<file path="src/rtl/rsm_pkg.sv">
package rsm_pkg;

  typedef enum logic [1:0] {
    OP_LOOKUP = 2'd0,
    OP_ALLOC  = 2'd1,
    OP_WRITE  = 2'd2,
    OP_CLEAR  = 2'd3
  } rsm_op_e;

  typedef enum logic {
    S_IDLE = 1'b0,
    S_SCAN = 1'b1
  } rsm_state_e;

  localparam logic [7:0] ST_OK       = 8'h00;
  localparam logic [7:0] ST_NOSPACE  = 8'h01;
  localparam logic [7:0] ST_FAIL     = 8'h03;
  localparam logic [7:0] ST_EMPTY    = 8'h04;
  localparam logic [7:0] ST_NOTFOUND = 8'h05;

endpackage

</file>
<file path="src/rtl/rsm_map.sv">
// Identifier map: one register per usable slot, reserved slots read as zero.
module rsm_map #(
  parameter int NUM_SLOTS = 16,
  parameter int FIRST_IDX = 1,
  parameter int ID_W      = 64,
  parameter int IDX_W     = $clog2(NUM_SLOTS)
) (
  input  logic             clk,
  input  logic             rst_n,
  input  logic             wr_en,
  input  logic [IDX_W-1:0] wr_idx,
  input  logic [ID_W-1:0]  wr_data,
  input  logic [IDX_W-1:0] rd_idx,
  output logic [ID_W-1:0]  rd_data
);

  logic [ID_W-1:0] slot_w [NUM_SLOTS];

  for (genvar g = 0; g < NUM_SLOTS; g++) begin : g_slot
    if (g < FIRST_IDX) begin : g_rsvd
      // header slots carry no storage
      assign slot_w[g] = '0;
    end else begin : g_used
      logic            wen;
      logic [ID_W-1:0] ent_q;
      // an index outside the slot range matches no slot: the write is dropped
      assign wen = wr_en && (wr_idx == IDX_W'(g));
      always_ff @(posedge clk or negedge rst_n) begin
        if (!rst_n) begin
          ent_q <= '0;
        end else if (wen) begin
          ent_q <= wr_data;
        end
      end
      assign slot_w[g] = ent_q;
    end
  end

  assign rd_data = slot_w[rd_idx];

endmodule

</file>
<file path="src/rtl/rsm_ctrl.sv">
// Operation sequencer: handshake, one-entry-per-clock scan, record count.
module rsm_ctrl
  import rsm_pkg::*;
#(
  parameter int NUM_SLOTS = 16,
  parameter int FIRST_IDX = 1,
  parameter int ID_W      = 64,
  parameter int IDX_W     = $clog2(NUM_SLOTS),
  parameter int CNT_W     = $clog2(NUM_SLOTS + 1)
) (
  input  logic             clk,
  input  logic             rst_n,
  input  logic             start,
  input  logic [1:0]       op,
  input  logic [ID_W-1:0]  key,
  input  logic [ID_W-1:0]  rd_data,
  output logic [IDX_W-1:0] rd_idx,
  output logic             wr_en,
  output logic [IDX_W-1:0] wr_idx,
  output logic [ID_W-1:0]  wr_data,
  output logic             busy,
  output logic             done,
  output logic [IDX_W-1:0] res_idx,
  output logic [7:0]       res_status,
  output logic [CNT_W-1:0] rec_count
);

  localparam logic [IDX_W-1:0] FIRST_I = IDX_W'(FIRST_IDX);
  localparam logic [IDX_W-1:0] LAST_I  = IDX_W'(NUM_SLOTS - 1);

  rsm_state_e       state_q, state_d;
  rsm_op_e          op_q, op_d;
  logic [ID_W-1:0]  key_q, key_d;
  logic [IDX_W-1:0] idx_q, idx_d;
  logic [CNT_W-1:0] passed_q, passed_d;
  logic             ev_q, ev_d;
  logic [IDX_W-1:0] eidx_q, eidx_d;
  logic [CNT_W-1:0] cnt_q, cnt_d;
  logic             done_q, done_d;
  logic [IDX_W-1:0] ridx_q, ridx_d;
  logic [7:0]       rst_q, rst_d;

  logic             nz, hit, srch_end, last, cand_v, key_ok;
  logic [CNT_W-1:0] passed_n;
  logic [IDX_W-1:0] cand_idx;

  assign rd_idx   = idx_q;
  assign nz       = (rd_data != '0);
  assign hit      = nz && (rd_data == key_q);
  assign passed_n = passed_q + CNT_W'(nz);
  assign srch_end = (passed_n >= cnt_q);
  assign last     = (idx_q == LAST_I);
  assign cand_v   = ev_q || !nz;
  assign cand_idx = ev_q ? eidx_q : idx_q;
  assign key_ok   = (key != '0) && (key != '1);

  always_comb begin
    state_d  = state_q;
    op_d     = op_q;
    key_d    = key_q;
    idx_d    = idx_q;
    passed_d = passed_q;
    ev_d     = ev_q;
    eidx_d   = eidx_q;
    cnt_d    = cnt_q;
    done_d   = 1'b0;
    ridx_d   = ridx_q;
    rst_d    = rst_q;
    wr_en    = 1'b0;
    wr_idx   = idx_q;
    wr_data  = '0;
    case (state_q)
      S_IDLE: begin
        if (start) begin
          op_d     = rsm_op_e'(op);
          key_d    = key;
          idx_d    = FIRST_I;
          passed_d = '0;
          ev_d     = 1'b0;
          if ((rsm_op_e'(op) == OP_LOOKUP) && (cnt_q == '0)) begin
            done_d = 1'b1;
            ridx_d = '0;
            rst_d  = ST_EMPTY;
          end else if ((rsm_op_e'(op) != OP_ALLOC) && !key_ok) begin
            done_d = 1'b1;
            ridx_d = '0;
            rst_d  = ST_FAIL;
          end else begin
            state_d = S_SCAN;
          end
        end
      end
      S_SCAN: begin
        idx_d    = idx_q + 1'b1;
        passed_d = passed_n;
        case (op_q)
          OP_LOOKUP, OP_CLEAR: begin
            if (hit) begin
              state_d = S_IDLE;
              done_d  = 1'b1;
              ridx_d  = idx_q;
              rst_d   = ST_OK;
              if (op_q == OP_CLEAR) begin
                wr_en = 1'b1;
                cnt_d = cnt_q - 1'b1;
              end
            end else if (srch_end || last) begin
              state_d = S_IDLE;
              done_d  = 1'b1;
              ridx_d  = '0;
              rst_d   = ST_NOTFOUND;
            end
          end
          OP_ALLOC: begin
            if (!nz) begin
              state_d = S_IDLE;
              done_d  = 1'b1;
              ridx_d  = idx_q;
              rst_d   = ST_OK;
            end else if (last) begin
              state_d = S_IDLE;
              done_d  = 1'b1;
              ridx_d  = '0;
              rst_d   = ST_NOSPACE;
            end
          end
          default: begin
            if (hit) begin
              state_d = S_IDLE;
              done_d  = 1'b1;
              ridx_d  = idx_q;
              rst_d   = ST_OK;
              wr_en   = 1'b1;
              wr_data = key_q;
            end else if ((srch_end || last) && cand_v) begin
              state_d = S_IDLE;
              done_d  = 1'b1;
              ridx_d  = cand_idx;
              rst_d   = ST_OK;
              wr_en   = 1'b1;
              wr_idx  = cand_idx;
              wr_data = key_q;
              cnt_d   = cnt_q + 1'b1;
            end else if (last) begin
              state_d = S_IDLE;
              done_d  = 1'b1;
              ridx_d  = '0;
              rst_d   = ST_NOSPACE;
            end else if (!ev_q && !nz) begin
              ev_d   = 1'b1;
              eidx_d = idx_q;
            end
          end
        endcase
      end
      default: state_d = S_IDLE;
    endcase
  end

  always_ff @(posedge clk or negedge rst_n) begin
    if (!rst_n) begin
      state_q  <= S_IDLE;
      op_q     <= OP_LOOKUP;
      key_q    <= '0;
      idx_q    <= '0;
      passed_q <= '0;
      ev_q     <= 1'b0;
      eidx_q   <= '0;
      cnt_q    <= '0;
      done_q   <= 1'b0;
      ridx_q   <= '0;
      rst_q    <= ST_OK;
    end else begin
      state_q  <= state_d;
      op_q     <= op_d;
      key_q    <= key_d;
      idx_q    <= idx_d;
      passed_q <= passed_d;
      ev_q     <= ev_d;
      eidx_q   <= eidx_d;
      cnt_q    <= cnt_d;
      done_q   <= done_d;
      ridx_q   <= ridx_d;
      rst_q    <= rst_d;
    end
  end

  assign busy       = (state_q == S_SCAN);
  assign done       = done_q;
  assign res_idx    = ridx_q;
  assign res_status = rst_q;
  assign rec_count  = cnt_q;

endmodule

</file>
<file path="src/rtl/slot_store_mgr.sv">
// Top: identifier map plus sequencer. Reset is asserted asynchronously and
// is expected to be released synchronously by the reset tree upstream.
module slot_store_mgr #(
  parameter int NUM_SLOTS = 16,
  parameter int FIRST_IDX = 1,
  parameter int ID_W      = 64,
  localparam int IDX_W    = $clog2(NUM_SLOTS),
  localparam int CNT_W    = $clog2(NUM_SLOTS + 1)
) (
  input  logic             clk,
  input  logic             rst_n,
  input  logic             start,
  input  logic [1:0]       op,
  input  logic [ID_W-1:0]  key,
  output logic             busy,
  output logic             done,
  output logic [IDX_W-1:0] res_idx,
  output logic [7:0]       res_status,
  output logic [CNT_W-1:0] rec_count
);

  logic             wr_en;
  logic [IDX_W-1:0] wr_idx;
  logic [ID_W-1:0]  wr_data;
  logic [IDX_W-1:0] rd_idx;
  logic [ID_W-1:0]  rd_data;

  rsm_map #(
    .NUM_SLOTS (NUM_SLOTS),
    .FIRST_IDX (FIRST_IDX),
    .ID_W      (ID_W),
    .IDX_W     (IDX_W)
  ) u_map (
    .clk     (clk),
    .rst_n   (rst_n),
    .wr_en   (wr_en),
    .wr_idx  (wr_idx),
    .wr_data (wr_data),
    .rd_idx  (rd_idx),
    .rd_data (rd_data)
  );

  rsm_ctrl #(
    .NUM_SLOTS (NUM_SLOTS),
    .FIRST_IDX (FIRST_IDX),
    .ID_W      (ID_W),
    .IDX_W     (IDX_W),
    .CNT_W     (CNT_W)
  ) u_ctrl (
    .clk        (clk),
    .rst_n      (rst_n),
    .start      (start),
    .op         (op),
    .key        (key),
    .rd_data    (rd_data),
    .rd_idx     (rd_idx),
    .wr_en      (wr_en),
    .wr_idx     (wr_idx),
    .wr_data    (wr_data),
    .busy       (busy),
    .done       (done),
    .res_idx    (res_idx),
    .res_status (res_status),
    .rec_count  (rec_count)
  );

endmodule

</file>
<file path="config.mk">
export PLATFORM = sky130hd
export DESIGN_NAME = slot_store_mgr
export DESIGN_NICKNAME = d
export VERILOG_FILES = /design/src/rtl/rsm_pkg.sv /design/src/rtl/rsm_map.sv /design/src/rtl/rsm_ctrl.sv /design/src/rtl/slot_store_mgr.sv
export SDC_FILE = /design/constraint.sdc
export NUM_CORES = 2
export LEC_CHECK = 0
export BUFFER_PORTS_ARGS = -buffer_cell sky130_fd_sc_hd__buf_2
export CAP_MARGIN = 5
export CELL_PAD_IN_SITES_DETAIL_PLACEMENT = 0
export CELL_PAD_IN_SITES_GLOBAL_PLACEMENT = 1
export CORE_ASPECT_RATIO = 1.1
export CORE_UTILIZATION = 46
export CTS_CLUSTER_DIAMETER = 120
export DETAILED_ROUTE_END_ITERATION = 8
export GPL_TIMING_DRIVEN = 0
export PLACE_DENSITY_LB_ADDON = 0.1
export SLEW_MARGIN = 0
export SYNTH_ARGS = -nofsm -noshare
export SYNTH_HDL_FRONTEND = slang
export SYNTH_HIERARCHICAL = 1
export SYNTH_SLANG_ARGS = --single-unit
</file>
<file path="constraint.sdc">
create_clock -name clk -period 16.55 [get_ports clk]
set_input_delay 3.31 -clock clk [delete_from_list [all_inputs] [get_ports clk]]
set_output_delay 3.31 -clock clk [all_outputs]
set_load 0.01 [all_outputs]
</file>
; ---- Word-level counts from Yosys, hierarchy flattened
; Index checks and enable logic that the tools add are counted.
[classes]
add_sub_neg = 4
n_lt_le_gt_ge = 2
n_eq_ne = 32
muxes = 78
bitwise_logic = 7
n_reduce_logical = 39
[op_table]
columns = operator, n
row1 = $mux 64, 6
row2 = $bmux 64 s4, 1
row3 = $reduce_bool 64->1, 2
row4 = $mux 8, 9
row5 = $eq 64x64->1, 1
row6 = $ne 64x64->1 const B, 1
row7 = $mux 4, 15
row8 = $eq 4x4->1 const B, 9
row9 = $pmux 8 s2, 2
row10 = $mux 1, 29
row11 = $mux 5, 5
row12 = $pmux 4 s2, 3
row13 = $logic_and 1x1->1, 21
row14 = $pmux 5 s2, 2
row15 = $reduce_and 6->1, 3
row16 = $eq 4x3->1 const B, 4
row17 = $ne 2x2->1 const B, 7
row18 = $pmux 1 s2, 6
row19 = $eq 4x2->1 const B, 2
row20 = $ne 2x1->1 const B, 3
row21 = $not 1->1, 6
row22 = $add 5x1->5, 1
row23 = $add 5x1->5 const B, 1
row24 = $ge 5x5->1, 1
row25 = 18 further kinds, 22
[word_totals]
regBits = 1059
elab_cells = 188

; ---- Logic depth before layout (Yosys ltp)
[depth]
word_depth = 15
ltp_mapped = 28

; ---- Hierarchy
; Netlist, hierarchy kept.
[modules_own_cells]
columns = module, instances, cells_per_inst, area_each_um2, seq_area_each_um2
row1 = rsm_map, 1, 2717, 43121.4, 24023.0
row2 = rsm_ctrl, 1, 615, 6281.0, 2477.4

; ---- Worst setup path after synthesis
; OpenSTA, ideal clock, no wires.
[synth_path]
kind = reg-to-reg
startpoint = register u_ctrl.idx_q[1], in the netlist u_ctrl/rd_idx[1]
endpoint = register u_map.g_slot[14].g_used.ent_q[10]
setup_time_ns = 0.125
arrival_ns = 6.290
t_required_ns = 16.425
setup_slack_ns = 10.135
stages_incl_launch_ff = 23
path_buffers = 4
period_less_slack_ns = 6.415
path_cell_list = dfrtp_1 -> buf_2 -> buf_2 -> buf_2 -> mux4_2 -> a22oi_1 -> o31ai_1 -> nor4_1 -> nand4_1 -> nor4_4 -> inv_2 -> ha_1 -> ha_1 -> ha_1 -> a21o_1 -> a21oi_1 -> o21ai_1 -> or4b_4 -> mux2_4 -> nand2b_1 -> nor2_1 -> buf_2 -> mux2_2
[synth_via]
elab_chain_cells = 15
word_cells_on_any_way = 30
[synth_lines]
columns = item, line_no
row1 = from (decl), rsm_ctrl.sv:34  ; logic [IDX_W-1:0] idx_q, idx_d;
row2 = from (signal assigned), rsm_ctrl.sv:177  ; idx_q <= idx_d;
row3 = $not 4->5 (not written as such) (*), rsm_map.sv:39  ; assign rd_data = slot_w[rd_idx];
row4 = $bmux 64 s4 (*), rsm_map.sv:39
row5 = $mux 64 (not written as such) (*) (2 in series), rsm_map.sv:39
row6 = named net rd_data[33], slot_store_mgr.sv:26  ; logic [ID_W-1:0] rd_data;
row7 = $reduce_bool 64->1, rsm_ctrl.sv:48  ; assign nz = (rd_data != '0);
row8 = $add 5x1->5, rsm_ctrl.sv:50  ; assign passed_n = passed_q + CNT_W'(nz);
row9 = $ge 5x5->1, rsm_ctrl.sv:51  ; assign srch_end = (passed_n >= cnt_q);
row10 = $logic_or 1x1->1, rsm_ctrl.sv:135  ; end else if ((srch_end || last) && cand_v) begin
row11 = $logic_and 1x1->1, rsm_ctrl.sv:135
row12 = $mux 4, rsm_ctrl.sv:135
row13 = $mux 4 (*), rsm_ctrl.sv:128  ; if (hit) begin
row14 = $mux 4 (*), rsm_ctrl.sv:96  ; case (op_q)
row15 = $mux 4 (*), rsm_ctrl.sv:72  ; case (state_q)
row16 = named net wr_idx[0], slot_store_mgr.sv:23  ; logic [IDX_W-1:0] wr_idx;
row17 = $eq 4x4->1 (*), rsm_map.sv:27  ; assign wen = wr_en && (wr_idx == IDX_W'(g));
row18 = $logic_and 1x1->1 (*), rsm_map.sv:27
row19 = to (signal assigned), rsm_map.sv:32  ; ent_q <= wr_data;
row20 = to (decl), rsm_map.sv:25  ; logic [ID_W-1:0] ent_q;
; The timed path passes the listed nets; every way through them passes the cells marked *. The select of a mux whose other input is x is not followed.
; A chain may end at the register's enable or synchronous reset.

; ---- Worst setup path after layout
[layout_path]
startpoint = register u_ctrl.idx_q[0], in the netlist u_ctrl/rd_idx[0]
endpoint = register u_map.g_slot[13].g_used.ent_q[52]
[layout_via]
word_cells_on_any_way = 30
[layout_rtl]
columns = item, line_no
row1 = $not 4->5 (not written as such) (*), rsm_map.sv:39
row2 = $bmux 64 s4 (*), rsm_map.sv:39
row3 = $mux 64 (not written as such) (*) (2 in series), rsm_map.sv:39
row4 = named net rd_data[21], slot_store_mgr.sv:26
row5 = $reduce_bool 64->1, rsm_ctrl.sv:48
row6 = $add 5x1->5, rsm_ctrl.sv:50
row7 = $ge 5x5->1, rsm_ctrl.sv:51
row8 = $logic_or 1x1->1, rsm_ctrl.sv:135
row9 = $logic_and 1x1->1, rsm_ctrl.sv:135
row10 = $mux 1, rsm_ctrl.sv:135
row11 = $mux 1, rsm_ctrl.sv:128
row12 = $pmux 1 s2 (*), rsm_ctrl.sv:96
row13 = $mux 1 (*), rsm_ctrl.sv:72
row14 = named net wr_en, slot_store_mgr.sv:22  ; logic wr_en;
row15 = $logic_and 1x1->1 (*), rsm_map.sv:27
row16 = to (signal assigned), rsm_map.sv:32
row17 = to (decl), rsm_map.sv:25
; Marks and branches as above.

==> results_dict.tcl <==
set metrics [dict create \
    die_w_um 314.5 \
    critical_path_depth 27 \
    cts_max_level 3 \
    cap_violations 0 \
    grt_pass1_wl_um 220200 \
    drc 0 \
    netlist_top_cells_area "dfrtp_1, mux2_2, mux4_2, buf_2, xnor2_1" \
    gp_congestion 0.9268 \
    setup_viol 0 \
    reg2reg_depth 27 \
    synthArstFlopShare 1.000 \
    drt_iter0_drc 2174 \
    cts_tree "done" \
    die-area_um2 108700 \
    ir_drop_v 0.00008546 \
    ys_seq_area_frac 0.5364 \
    whs_path_depth 1 \
    ys_ff_latch 1059 \
    antenna_left 0 \
    yosys_warnings 6 \
    end_kind "flip-flop" \
    final_nets 3634 \
    grt_pass1_vias 33312 \
    wirelength_um 146500 \
    finalCritPeriodShare 0.6306 \
    synth_flop_cell "dfrtp_1" \
    initial_core_util 0.4659 \
    pin_count 88 \
    cts_inserted_buffers 113 \
    core-area_um2 106000 \
    syn_inst 3332 \
    worstSetupStartpointType "flip-flop" \
    cts_setup_buffers 0 \
    r2r_slack_ns 6.11 \
    holdWs_ns 0.4973 \
    root_buffer "clkbuf_16" \
    rr_startpoint "u_ctrl/rd_idx[0]" \
    skew_ns 0.03112 \
    grt_start_max_net_pins 134 \
    crit_fanout 10 \
    ys_types 58 \
    cts.clk_slew.worst_paths_ns 0.06 \
    status "completed" \
    min_path_type "flip-flop to flip-flop" \
    slew_violations 0 \
    rsz0062_at_grt "false" \
    netlist_area_um2 49400 \
    fin_crit_ns 10.44 \
    critical_path_arrival_ns 11.01 \
    worst_pin_slew_ns 1.379 \
    grt.overflow.total 0 \
    cp_top_family "simple AND/OR/NAND/NOR gates" \
    die_h_um 345.7 \
    final_common_cell "mux2_2" \
    clock_path_buffers 3 \
    required_ns 17.12 \
    postCtsHoldBufs 0 \
    layout-drive-gt1-share 0.4791 \
    cts_resized 0 \
    synth-edff-count 0 \
    vias 30590 \
    cpPeakStageDelay_ns 1.03 \
    hold_violations 0 \
    grt_util_all_layers 0.2735 \
    fmax_mhz 95.81 \
    cpMaxStageDelayCell "nor2_2" \
    worstReg2RegEnd "u_map/g_slot[13].g_used.ent_q[52]" \
    viasPerCell 6.063 \
    dpl.hpwl_um 103800 \
    placed_cell_area_um2 51870 \
    yosys.area.top_type "dfrtp_1" \
    slew_headroom 0.07940 \
    path_buf_inv 7 \
    syn_to_final_growth_pct 13.10 \
    leakage_uw 0.02630 \
    power.density_nw_per_um2 133.0 \
    synth_fp_nets 3419 \
    portBuffers 87 \
    cp-startpoint "u_ctrl/rd_idx[0]" \
    clk_latency_ns 0.71 \
    antenna_found_initial 15 \
    synth_top_area_frac 0.5364 \
    crit_type "flip-flop to flip-flop" \
    endpoint "u_map/g_slot[13].g_used.ent_q[52]" \
    row_count 125 \
    mostFrequentLayoutCells "mux2_2, dfrtp_1, buf_2" \
    dr.pass1.iters 7 \
    avgSynthCellArea_um2 14.83 \
    final_cell_area_um2 55870 \
    clock-sinks 1059 \
    wl_per_cell_um 29.04 \
]
worst reg2reg max path, cell delays in order, from the launching register on:
cell and delay [ns]:
dfrtp_1 0.52, buf_2 0.42, buf_4 0.33, buf_4 0.28
nor2b_1 0.06, buf_2 0.30, clkbuf_1 0.47, a22oi_1 0.48
o31ai_1 0.21, nor4_1 0.86, nand4_1 0.40, nor4_4 0.81
inv_2 0.18, ha_1 0.26, ha_1 0.21, nand3_1 0.10
xnor2_1 0.11, ha_1 0.31, nand2_1 0.05, o21ai_1 0.57
a21boi_4 0.46, nor2_1 0.17, a2bb2oi_1 0.16, nor2_1 0.30
nand3_1 0.28, nor2_2 1.03, buf_2 0.57, mux2_2 0.40
layer usage:
layer,routed length (um),up-vias,track usage
li1,-,12896,-
met1,62810,16534,0.3721
met2,70210,918,0.4419
met3,9204,226,0.05445
met4,4207,16,0.08272
met5,99,-,0
synth_stat cells (all sizes together) (2+ instances only):
| library cell | instances |
|---|---|
| a21boi | 2 |
| a21o | 4 |
| a21oi | 5 |
| a221oi | 64 |
| a22oi | 65 |
| a31oi | 3 |
| and2 | 65 |
| and3 | 3 |
| buf | 153 |
| clkbuf | 129 |
| dfrtp | 1059 |
| ha | 17 |
| inv | 23 |
| mux2 | 1098 |
| mux2i | 8 |
| mux4 | 192 |
| nand2 | 36 |
| nand2b | 6 |
| nand3 | 10 |
| nand3b | 3 |
| nand4 | 60 |
| nor2 | 22 |
| nor2b | 72 |
| nor3 | 3 |
| nor4 | 47 |
| o21ai | 15 |
| o221ai | 4 |
| o22ai | 2 |
| o31a | 2 |
| o31ai | 69 |
| or3 | 5 |
| or4 | 2 |
| xnor2 | 70 |
| xor2 | 4 |
cell families after synthesis:
kind of cell,synth area share
DFF,0.5364
xor gates and xnor gates,0.01312
buffers and inverters,0.02743
muxes,0.3397
AOI/OAI and AO/OA,0.03786
and+or+nand+nor,0.04073
adders and majority gates,0.004711
sequential cells by signal (all words and copies together) (netlist names):
register,cells
u_ctrl/key_q,64
u_ctrl/busy,1
u_ctrl/done,1
u_ctrl/rd_idx,4
u_map/g_slot.g_used.ent_q,960
u_ctrl/passed_q,5
u_ctrl/rec_count,5
u_ctrl/res_status,8
u_ctrl/eidx_q,4
u_ctrl/op_q,2
u_ctrl/ev_q,1
u_ctrl/res_idx,4
final cells by class:
type / count / area (um^2)
tap: 1397 / 1748
clock inverter: 48 / 740.7
timing repair buffer: 100 / 733.2
antenna: 8 / 20.02
buffer: 282 / 1265
inverter: 24 / 90.09
multi-input combinational: 1967 / 21550
fill: 8833 / 50170
sequential: 1059 / 26500
clock buffer: 160 / 3227
worst min-delay path by stage:
| stage | startpoint | end | slack, ns |
|---|---|---|---|
| after detailed placement | u_map/g_slot[12].g_used.ent_q[12] | u_map/g_slot[12].g_used.ent_q[12] | 0.49 |
| after floorplan | u_ctrl/passed_q[0] | u_ctrl/passed_q[0] | 0.46 |
| after global routing | u_map/g_slot[12].g_used.ent_q[56] | u_map/g_slot[12].g_used.ent_q[56] | 0.51 |
| final | u_ctrl/res_status[4] | u_ctrl/res_status[4] | 0.50 |
| after global placement | u_ctrl/passed_q[0] | u_ctrl/passed_q[0] | 0.48 |
| after CTS | u_map/g_slot[12].g_used.ent_q[12] | u_map/g_slot[12].g_used.ent_q[12] | 0.50 |
power breakdown:
part	switching, uW	leakage [uW]	internal [uW]
clock network	1050	0.00195	1650
registers	160	0.0146	2700
logic	1250	0.00972	628
total	2460	0.0263	4970
stage by stage:
stage	setup WS [ns]	std cells	utilization	TNS, ns	power, uW
2_1_floorplan	10.14	3332	-	0	3943
3_3_place_gp	-9.434	4816	0.4865	-9795.90	4744
3_5_place_dp	6.009	4828	0.4892	0	4769
4_1_cts	5.969	5036	0.5266	0	7488
5_1_grt	5.634	5037	0.5267	0	7706
6_report	6.113	5045	0.5269	0	7429
No activity file was read; power rests on OpenSTA's default activity.
